File: src/rtl/apbr_pkg.sv
package apbr_pkg;

   typedef enum logic [1:0] {
      ST_IDLE   = 2'b00,
      ST_SETUP  = 2'b01,
      ST_ENABLE = 2'b10
   } apbr_state_e;

   localparam logic [1:0] TR_IDLE   = 2'b00;
   localparam logic [1:0] TR_BUSY   = 2'b01;
   localparam logic [1:0] TR_NONSEQ = 2'b10;
   localparam logic [1:0] TR_SEQ    = 2'b11;

   localparam logic RESP_OKAY = 1'b0;

   function automatic logic trans_starts_beat(input logic [1:0] t);
      return (t == TR_NONSEQ) || (t == TR_SEQ);
   endfunction

endpackage

File: src/rtl/apbr_addr_decode.sv
module apbr_addr_decode #(
   parameter int unsigned HI_W       = 18,
   parameter int unsigned IDX_W      = 2,
   parameter int unsigned PERIPH_CNT = 3,
   parameter logic [HI_W-1:0] MATCH_HI = '0
) (
   input  logic [HI_W+IDX_W-1:0] addr_top,
   output logic [PERIPH_CNT-1:0] sel_vec
);
   logic             base_hit;
   logic [IDX_W-1:0] win_idx;

   assign base_hit = (addr_top[HI_W+IDX_W-1 -: HI_W] == MATCH_HI);
   assign win_idx  = addr_top[IDX_W-1:0];

   for (genvar gi = 0; gi < PERIPH_CNT; gi++) begin : g_win
      assign sel_vec[gi] = base_hit && (win_idx == IDX_W'(gi));
   end
endmodule

File: src/rtl/apbr_seq.sv
module apbr_seq
   import apbr_pkg::*;
(
   input  logic        clk,
   input  logic        rst_n,
   input  logic        beat_req,
   output apbr_state_e state,
   output logic        accept,
   output logic        ready_out,
   output logic        enable
);
   apbr_state_e state_q, state_d;

   assign accept = beat_req && (state_q != ST_SETUP);

   always_comb begin
      state_d = state_q;
      unique case (state_q)
         ST_IDLE:   state_d = accept ? ST_SETUP : ST_IDLE;
         ST_SETUP:  state_d = ST_ENABLE;
         ST_ENABLE: state_d = accept ? ST_SETUP : ST_IDLE;
         default:   state_d = ST_IDLE;
      endcase
   end

   always_ff @(posedge clk or negedge rst_n) begin
      if (!rst_n) state_q <= ST_IDLE;
      else        state_q <= state_d;
   end

   assign state     = state_q;
   assign ready_out = (state_q != ST_SETUP);
   assign enable    = (state_q == ST_ENABLE);
endmodule

File: src/rtl/apbr_xfer_regs.sv
module apbr_xfer_regs
   import apbr_pkg::*;
#(
   parameter int unsigned ADDR_W     = 32,
   parameter int unsigned DATA_W     = 32,
   parameter int unsigned PERIPH_CNT = 3,
   parameter bit          HOLD_WDATA = 1'b1
) (
   input  logic                  clk,
   input  logic                  rst_n,
   input  logic                  accept,
   input  apbr_state_e           state,
   input  logic [ADDR_W-1:0]     addr_in,
   input  logic                  write_in,
   input  logic [DATA_W-1:0]     wdata_in,
   input  logic [PERIPH_CNT-1:0] sel_dec,
   input  logic [DATA_W-1:0]     prdata,
   output logic [ADDR_W-1:0]     paddr,
   output logic                  pwrite,
   output logic [DATA_W-1:0]     pwdata,
   output logic [PERIPH_CNT-1:0] psel,
   output logic [DATA_W-1:0]     rdata_out
);
   logic [ADDR_W-1:0]     addr_q;
   logic                  write_q;
   logic [PERIPH_CNT-1:0] sel_q;

   always_ff @(posedge clk or negedge rst_n) begin
      if (!rst_n) begin
         addr_q  <= '0;
         write_q <= 1'b0;
         sel_q   <= '0;
      end else if (accept) begin
         addr_q  <= addr_in;
         write_q <= write_in;
         sel_q   <= sel_dec;
      end else if (state == ST_ENABLE) begin
         sel_q   <= '0;
      end
   end

   if (HOLD_WDATA) begin : g_wdata_held
      logic [DATA_W-1:0] wdata_q;
      always_ff @(posedge clk or negedge rst_n) begin
         if (!rst_n)                 wdata_q <= '0;
         else if (state == ST_SETUP) wdata_q <= wdata_in;
      end
      assign pwdata = (state == ST_SETUP) ? wdata_in : wdata_q;
   end else begin : g_wdata_pass
      assign pwdata = wdata_in;
   end

   assign paddr     = addr_q;
   assign pwrite    = write_q;
   assign psel      = sel_q;
   assign rdata_out = ((state == ST_ENABLE) && !write_q && (|sel_q)) ? prdata : '0;
endmodule

File: src/rtl/ahb_apb_bridge.sv
module ahb_apb_bridge
   import apbr_pkg::*;
#(
   parameter int unsigned ADDR_W     = 32,
   parameter int unsigned DATA_W     = 32,
   parameter int unsigned PERIPH_CNT = 3,
   parameter int unsigned REGION_LSB = 12,
   parameter logic [ADDR_W-1:0] BASE_ADDR = 32'h2000_0000,
   parameter bit          HOLD_WDATA = 1'b1
) (
   input  logic                  clk,
   input  logic                  rst_n,
   input  logic                  ahb_sel,
   input  logic [ADDR_W-1:0]     ahb_addr,
   input  logic [1:0]            ahb_trans,
   input  logic                  ahb_write,
   input  logic                  ahb_ready_in,
   input  logic [DATA_W-1:0]     ahb_wdata,
   output logic [DATA_W-1:0]     ahb_rdata,
   output logic                  ahb_ready_out,
   output logic                  ahb_resp,
   output logic [ADDR_W-1:0]     apb_addr,
   output logic                  apb_write,
   output logic [DATA_W-1:0]     apb_wdata,
   output logic                  apb_enable,
   output logic [PERIPH_CNT-1:0] apb_sel,
   input  logic [DATA_W-1:0]     apb_rdata
);
   localparam int unsigned IDX_W = (PERIPH_CNT > 1) ? $clog2(PERIPH_CNT) : 1;
   localparam int unsigned TOP_W = ADDR_W - REGION_LSB;
   localparam int unsigned HI_W  = TOP_W - IDX_W;
   localparam logic [HI_W-1:0] MATCH_HI = BASE_ADDR[ADDR_W-1 -: HI_W];

   if (PERIPH_CNT < 1) begin : g_bad_cnt
      $error("PERIPH_CNT must be at least 1");
   end
   if (REGION_LSB + IDX_W >= ADDR_W) begin : g_bad_region
      $error("peripheral windows do not fit in ADDR_W");
   end
   if (DATA_W != 8 && DATA_W != 16 && DATA_W != 32) begin : g_bad_data
      $error("DATA_W must be 8, 16 or 32");
   end
   if (BASE_ADDR[REGION_LSB+IDX_W-1:0] != '0) begin : g_bad_base
      $error("BASE_ADDR must be aligned to the full window span");
   end

   apbr_state_e           state;
   logic                  beat_req;
   logic                  accept;
   logic [PERIPH_CNT-1:0] sel_dec;

   assign beat_req = ahb_sel && ahb_ready_in && trans_starts_beat(ahb_trans);

   apbr_addr_decode #(
      .HI_W       (HI_W),
      .IDX_W      (IDX_W),
      .PERIPH_CNT (PERIPH_CNT),
      .MATCH_HI   (MATCH_HI)
   ) u_decode (
      .addr_top (ahb_addr[ADDR_W-1:REGION_LSB]),
      .sel_vec  (sel_dec)
   );

   apbr_seq u_seq (
      .clk       (clk),
      .rst_n     (rst_n),
      .beat_req  (beat_req),
      .state     (state),
      .accept    (accept),
      .ready_out (ahb_ready_out),
      .enable    (apb_enable)
   );

   apbr_xfer_regs #(
      .ADDR_W     (ADDR_W),
      .DATA_W     (DATA_W),
      .PERIPH_CNT (PERIPH_CNT),
      .HOLD_WDATA (HOLD_WDATA)
   ) u_regs (
      .clk       (clk),
      .rst_n     (rst_n),
      .accept    (accept),
      .state     (state),
      .addr_in   (ahb_addr),
      .write_in  (ahb_write),
      .wdata_in  (ahb_wdata),
      .sel_dec   (sel_dec),
      .prdata    (apb_rdata),
      .paddr     (apb_addr),
      .pwrite    (apb_write),
      .pwdata    (apb_wdata),
      .psel      (apb_sel),
      .rdata_out (ahb_rdata)
   );

   assign ahb_resp = RESP_OKAY;
endmodule

File: config.mk
export PLATFORM = sky130hd
export DESIGN_NAME = ahb_apb_bridge
export DESIGN_NICKNAME = d
export VERILOG_FILES = /design/src/rtl/apbr_pkg.sv /design/src/rtl/apbr_addr_decode.sv /design/src/rtl/apbr_seq.sv /design/src/rtl/apbr_xfer_regs.sv /design/src/rtl/ahb_apb_bridge.sv
export SDC_FILE = /design/constraint.sdc
export NUM_CORES = 1
export LEC_CHECK = 0
export BUFFER_PORTS_ARGS = -buffer_cell sky130_fd_sc_hd__buf_2
export CORE_MARGIN = 2
export CORE_UTILIZATION = 45
export CTS_CLUSTER_DIAMETER = 100
export CTS_CLUSTER_SIZE = 12
export DETAILED_ROUTE_END_ITERATION = 8
export PLACE_DENSITY = 0.91
export SKIP_CTS_REPAIR_TIMING = 1
export SYNTH_ARGS = -nofsm -noshare
export SYNTH_HDL_FRONTEND = slang
export SYNTH_SLANG_ARGS = --single-unit
File: constraint.sdc
create_clock -name clk -period 3 [get_ports clk]
set_clock_uncertainty 0.05 [all_clocks]
set_input_delay 0.3 -clock clk [delete_from_list [all_inputs] [get_ports clk]]
set_output_delay 0.3 -clock clk [all_outputs]
set_load 0.03 [all_outputs]
==> results.sh, run 1 <==
export IMPL_ys_ff_latch=70
export IMPL_rsz0062_at_grt="false"
export IMPL_cp_arrival_ps=1780
export IMPL_ff2ff_path_depth=4
export IMPL_grt_max_degree=38
export IMPL_maxSlewViolCount=0
export IMPL_drive_gt1_share_pct=69.7
export IMPL_n_antenna_cell=0
export IMPL_antenna_found_initial=0
export IMPL_drt_pass1_iter_count=4
export IMPL_path_class="reg -> out"
export IMPL_max_freq_mhz=470
export IMPL_grt_pass1_vias=2405
export IMPL_tritoncts="done"
export IMPL_gp_congestion=0.798
export IMPL_whs_ps=-19.2
export IMPL_netlist_instances=204
export IMPL_violations="negative hold slack"
export IMPL_antenna_left=0
export IMPL_die_y_um=86.9
export IMPL_dieArea_um2=7560
export IMPL_core_um2=6720
export IMPL_drt_iter0_drc=80
export IMPL_clk_latency_ps=330
export IMPL_avgViaCountPerCell=4.84
export IMPL_power_density_nw_per_um2=651
export IMPL_cp_required_ps=2650
export IMPL_hold_class="in -> async"
export IMPL_clock_sinks=70
export IMPL_ys_warn_count=0
export IMPL_synth_edf_count=0
export IMPL_crit_path_max_fanout=37
export IMPL_total_leakage_power_nw=2.29
export IMPL_maxSlewHeadroom_pct=49.0
export IMPL_io_pins=206
export IMPL_cp_end_kind="output port"
export IMPL_die_w_um=86.9
export IMPL_path_clk_slew_ps=70
export IMPL_ir_drop_v=0.000383
export IMPL_detailed_place_hpwl_um=5990
export IMPL_ys_types=26
export IMPL_port_buffers=203
export IMPL_ys_flop_type="dfrtp_1"
export IMPL_min_period_ps=2130
export IMPL_synth_top_area_cell="dfrtp_1"
export IMPL_remaining_drc_errors=0
export IMPL_synth_commonest_cells="dfrtp_1, mux2_2, and2_1"
export IMPL_fin_crit_sh_pct=71.0
export IMPL_syn_area_um2=3090
export IMPL_clockBufferDepth=2
export IMPL_status="complete, but fails checks"
export IMPL_dp_slack_ps=1030
export IMPL_setup_slack_ps=871
export IMPL_yosysTopAreaCellShare_pct=56.6
export IMPL_syn_num_nets=307
export IMPL_area_growth_pct=38.4
export IMPL_routed_via_count=2381
export IMPL_htreeDepth=3
export IMPL_cts_root_buf="clkbuf_8"
export IMPL_track_usage_pct=19.7
export IMPL_drt_wl_total_um=7700
export IMPL_synth_most_common_cell="dfrtp_1"
export IMPL_finalNetCount=513
export IMPL_worstMarginPinSlew_ps=764
export IMPL_fp_row_count=30
export IMPL_grt_pass1_wl_um=11400
export IMPL_ys_seq_area_share_pct=56.6
export IMPL_numCtsBuffers=9
export IMPL_critPathLaunchType="flop"
export IMPL_gr_total_overflow=0
export IMPL_setup_viol=0
export IMPL_max_cap_violations=0
export IMPL_wl_per_cell_um=15.6
export IMPL_hold_viol_final=20
export IMPL_setup_tns_ps=0
export IMPL_async_flop_share_pct=100
export IMPL_synth_avg_cell_area_um2=15.2
export IMPL_initial_core_util_pct=46.1
export IMPL_synthTopCellsByArea="dfrtp_1, mux2_4, mux2_2"
-- area by class of cell --
cell class / instances / area [um2]
Inverter: 2 / 12.5
Timing Repair Buffer: 205 / 1040
Tap cell: 80 / 100
Clock buffer: 10 / 128
Clock inverter: 3 / 15.0
Fill cell: 549 / 2440
Sequential cell: 70 / 1750
Multi-Input combinational cell: 122 / 1230
-- logic make-up after synthesis --
logic type             Yosys count  synth area share, %
multiplexers                    65                 27.3
AO/OA/AOI/OAI                    6                 1.37
other                            1                0.121
AND/OR/NAND/NOR                 50                 11.0
flip-flops                      70                 56.6
buffers and inverters           12                 3.60
-- worst max-delay path, stage by stage, from the launching register on --
cell and delay, ps:
dfrtp_1 410, nand2b_4 170, inv_6 270, mux2_2 400, buf_2 180
-- cells in the final DEF (no fill, tap or decap), drive strengths merged --
cell / synthesis / layout
o31ai: 2 / 2
nor2: 4 / 4
nand2: 1 / 1
inv: 2 / 2
clkinv: 0 / 3
nand3: 1 / 1
nor4: 3 / 3
conb: 1 / 1
nand2b: 2 / 2
nand4b: 1 / 1
nand4: 1 / 1
buf: 7 / 205
mux2: 65 / 65
dfrtp: 70 / 70
o21ai: 1 / 1
and2: 32 / 32
nor4b: 1 / 1
o211ai: 3 / 3
nor3: 2 / 2
clkbuf: 3 / 10
nand3b: 2 / 2
-- metal layers --
| layer | global-route usage [%] | share of wire [%] | vias to the layer above |
|---|---|---|---|
| li1 | - | - | 1110 |
| met1 | 21.4 | 37 | 1144 |
| met2 | 35.1 | 53 | 113 |
| met3 | 6.45 | 7.7 | 14 |
| met4 | 8.24 | 2.1 | 0 |
| met5 | 0 | 0 | - |
-- stage by stage --
stage | utilization (%) | power, W | instance area [um2] | instances
after floorplan | - | 0.00190 | 3090 | 204
after global placement | 61.6 | 0.00218 | 4140 | 479
after detailed placement | 61.6 | 0.00222 | 4140 | 479
after CTS | 63.7 | 0.00282 | 4280 | 492
after global routing | 63.7 | 0.00293 | 4280 | 492
final | 63.7 | 0.00279 | 4280 | 492
-- power by group --
part	total [W]	internal (W)	switching (W)
clock network	0.000595	0.000282	0.000313
logic	0.000980	0.000376	0.000604
registers	0.00121	0.00113	0.0000789
-- path summary, 6_finish.rpt --
kind,start,end,slack (ps)
hold reg to reg,u_regs.g_wdata_held.wdata_q[12]$_DFF_PN0_,u_regs.g_wdata_held.wdata_q[12]$_DFF_PN0_,440
setup reg to reg,u_seq.state[1]$_DFF_PN0_,u_regs.paddr[0]$_DFFE_PN0P_,1070
hold / removal,rst_n,u_regs.paddr[29]$_DFFE_PN0P_,-20
min in group clk,ahb_addr[5],u_regs.paddr[5]$_DFFE_PN0P_,140
max in group asynchronous,rst_n,u_regs.g_wdata_held.wdata_q[25]$_DFF_PN0_,2250
setup / recovery,u_seq.state[1]$_DFF_PN0_,apb_wdata[15],870
-- state kept, by name, summed over array words and instances (netlist names) --
signal,cells
u_regs.pwrite,1
u_regs.psel,3
u_regs.paddr,32
u_seq.state,2
u_regs.g_wdata_held.wdata_q,32
(Power assumes the default switching activity.)
==> inputs of run 2 (changes only) <==
- CORE_UTILIZATION: 45 -> 38
- PLACE_DENSITY: 0.91 -> 0.83
- clock period: 3 -> 1.9 ns (I/O delays scaled with it)
==> run 2 against run 1 <==
  * The flow now finishes without violations
  * Count of clock-buffer cells in the layout is the same
  * Setup slack worse by 860 ps
  * Hold slack better by 58 ps
  * Critical path depth unchanged
  * Non-clock buffer count rose by 9
  * First-iteration DRC count shrank 13%
  * Combinational power rose by 59%
  * Total power grew 70%
  * Critical path type unchanged
  * Critical endpoint is now apb_wdata[4]
==> results.sh, run 2 (synthesis gave the netlist of run 1 again) <==
export IMPL_status="completed"
export IMPL_path_class="reg -> out"
export IMPL_final_cell_mix="buf_2, dfrtp_1, mux2_2"
export IMPL_max_cap_violations=0
export IMPL_tritoncts="done"
export IMPL_antenna_found_initial=0
export IMPL_htreeDepth=3
export IMPL_wl_per_cell_um=15.6
export IMPL_fill_cells=621
export IMPL_path_clk_slew_ps=70
export IMPL_antenna_left=0
export IMPL_rsz0062_at_grt="true"
export IMPL_setup_tns_ps=0
export IMPL_cp_arrival_ps=1650
export IMPL_cts_root_buf="clkbuf_8"
export IMPL_postLayoutCoreUtil_pct=59.5
export IMPL_hold_path_depth=2
export IMPL_timing_rr_start="u_seq.state[1]$_DFF_PN0_"
export IMPL_clockBufferDepth=2
export IMPL_core_um2=7810
export IMPL_routed_via_count=2441
export IMPL_maxSlewHeadroom_pct=61.3
export IMPL_numCtsBuffers=9
export IMPL_reg2reg_slack_ps=140
export IMPL_ir_drop_v=0.000607
export IMPL_track_usage_pct=17.2
export IMPL_detailed_place_hpwl_um=6070
export IMPL_r2r_end="u_regs.paddr[0]$_DFFE_PN0P_"
export IMPL_ff2ff_path_depth=5
export IMPL_fp_row_count=32
export IMPL_avgViaCountPerCell=4.64
export IMPL_cpPeakStageDelay_ps=410
export IMPL_critPathSlowestCell="dfrtp_1"
export IMPL_port_buffers=203
export IMPL_cp_end_kind="output port"
export IMPL_finalNetCount=522
export IMPL_drt_iter0_drc=70
export IMPL_die_w_um=94.2
export IMPL_max_freq_mhz=529
export IMPL_path_cells="nand2b_4 > clkinv_16 > mux2_2 > buf_2"
export IMPL_dp_cells=504
export IMPL_n_antenna_cell=0
export IMPL_maxSlewViolCount=0
export IMPL_min_period_ps=1890
export IMPL_drt_pass1_iter_count=4
export IMPL_final_common_cell="buf_2"
export IMPL_hold_viol_final=0
export IMPL_area_growth_pct=50.2
export IMPL_dieArea_um2=8880
export IMPL_drive_gt1_share_pct=70.5
export IMPL_min_to="u_regs.paddr[2]$_DFFE_PN0P_"
export IMPL_hold_class="in -> reg"
export IMPL_gr_total_overflow=0
export IMPL_grt_max_degree=71
export IMPL_clk_latency_ps=330
export IMPL_crit_path_max_fanout=37
export IMPL_remaining_drc_errors=0
export IMPL_gp_congestion=0.786
export IMPL_whs_ps=38.4
export IMPL_total_leakage_power_nw=2.39
export IMPL_hold_start="ahb_addr[2]"
export IMPL_initial_core_util_pct=39.6
export IMPL_clock_sinks=70
export IMPL_worstMarginPinSlew_ps=572
export IMPL_drt_wl_total_um=8220
export IMPL_cp_required_ps=1660
export IMPL_io_pins=206
export IMPL_grt_pass1_wl_um=11600
export IMPL_die_y_um=94.2
export IMPL_stdcell_count=526
export IMPL_critPathLaunchType="flop"
export IMPL_grt_pass1_vias=2426
export IMPL_fin_crit_sh_pct=99.5
export IMPL_setup_viol=0
export IMPL_power_density_nw_per_um2=1020
## run 2: cell count changes in the layout (fill, tap and decap cells not counted)
| cell | delta |
|---|---|
| buf_2 | -26 |
| dlygate4sd3_1 | +1 |
| nor3_1 | -1 |
| clkinv_4 | +1 |
| buf_4 | +4 |
| buf_6 | +20 |
| clkinv_16 | +1 |
| clkbuf_4 | +8 |
| inv_6 | -1 |
| bufinv_16 | +2 |
| clkinv_2 | -1 |
| clkinvlp_4 | +1 |
| buf_12 | +2 |
| nor3_4 | +1 |
## run 2: layout make-up
class	count	area, um2	area share [%]
Timing Repair Buffer	214	1280	27.5
Tap cell	102	128	2.75
Clock inverter	6	86.3	1.86
Clock buffer	10	128	2.75
Inverter	2	33.8	0.727
Multi-Input combinational cell	122	1240	26.7
Sequential cell	70	1750	37.7
## run 2: power breakdown
group          internal, W  switching, W
combinational     0.000604      0.000955
clock             0.000737      0.000546
sequential         0.00179      0.000120
total              0.00313       0.00162
## run 2: worst max-delay path: cells and delay by family, from the launching register on
kind,cells,cell delay (ps)
buffers and inverters,2,310
flip-flops,1,410
multiplexers,1,360
AND/OR/NAND/NOR,1,210
## run 2: worst max-delay path by stage
| stage | start | end | cells after the start |
|---|---|---|---|
| 6_report | u_seq.state[1]$_DFF_PN0_ | apb_wdata[4] | 4 |
| 4_1_cts | u_seq.state[1]$_DFF_PN0_ | apb_wdata[18] | 4 |
| 3_3_place_gp | u_seq.state[1]$_DFF_PN0_ | u_regs.paddr[0]$_DFFE_PN0P_ | 5 |
| 5_1_grt | u_seq.state[1]$_DFF_PN0_ | apb_wdata[20] | 4 |
| 2_1_floorplan | u_regs.psel[1]$_DFFE_PN0P_ | ahb_rdata[10] | 4 |
| 3_5_place_dp | u_seq.state[1]$_DFF_PN0_ | u_regs.paddr[0]$_DFFE_PN0P_ | 5 |
## run 2: metal layers
layer  GRT usage, %  wire length (um)  vias up  part of all wire [%]
li1               -                 -     1130                     -
met1           18.0              2930     1170                    36
met2           32.2              4440      125                    54
met3           4.41               688       16                   8.4
met4           7.49               155        0                   1.9
met5              0                 0        -                     0
## run 2: metrics by stage
| stage | worst slack [ps] | area, um2 | total power (W) |
|---|---|---|---|
| detailed placement | 188 | 4210 | 0.00350 |
| floorplan | 269 | 3090 | 0.00299 |
| global placement | 233 | 4210 | 0.00346 |
| global route | -61.2 | 4650 | 0.00498 |
| finish | 9.63 | 4650 | 0.00475 |
| CTS | -157 | 4430 | 0.00480 |
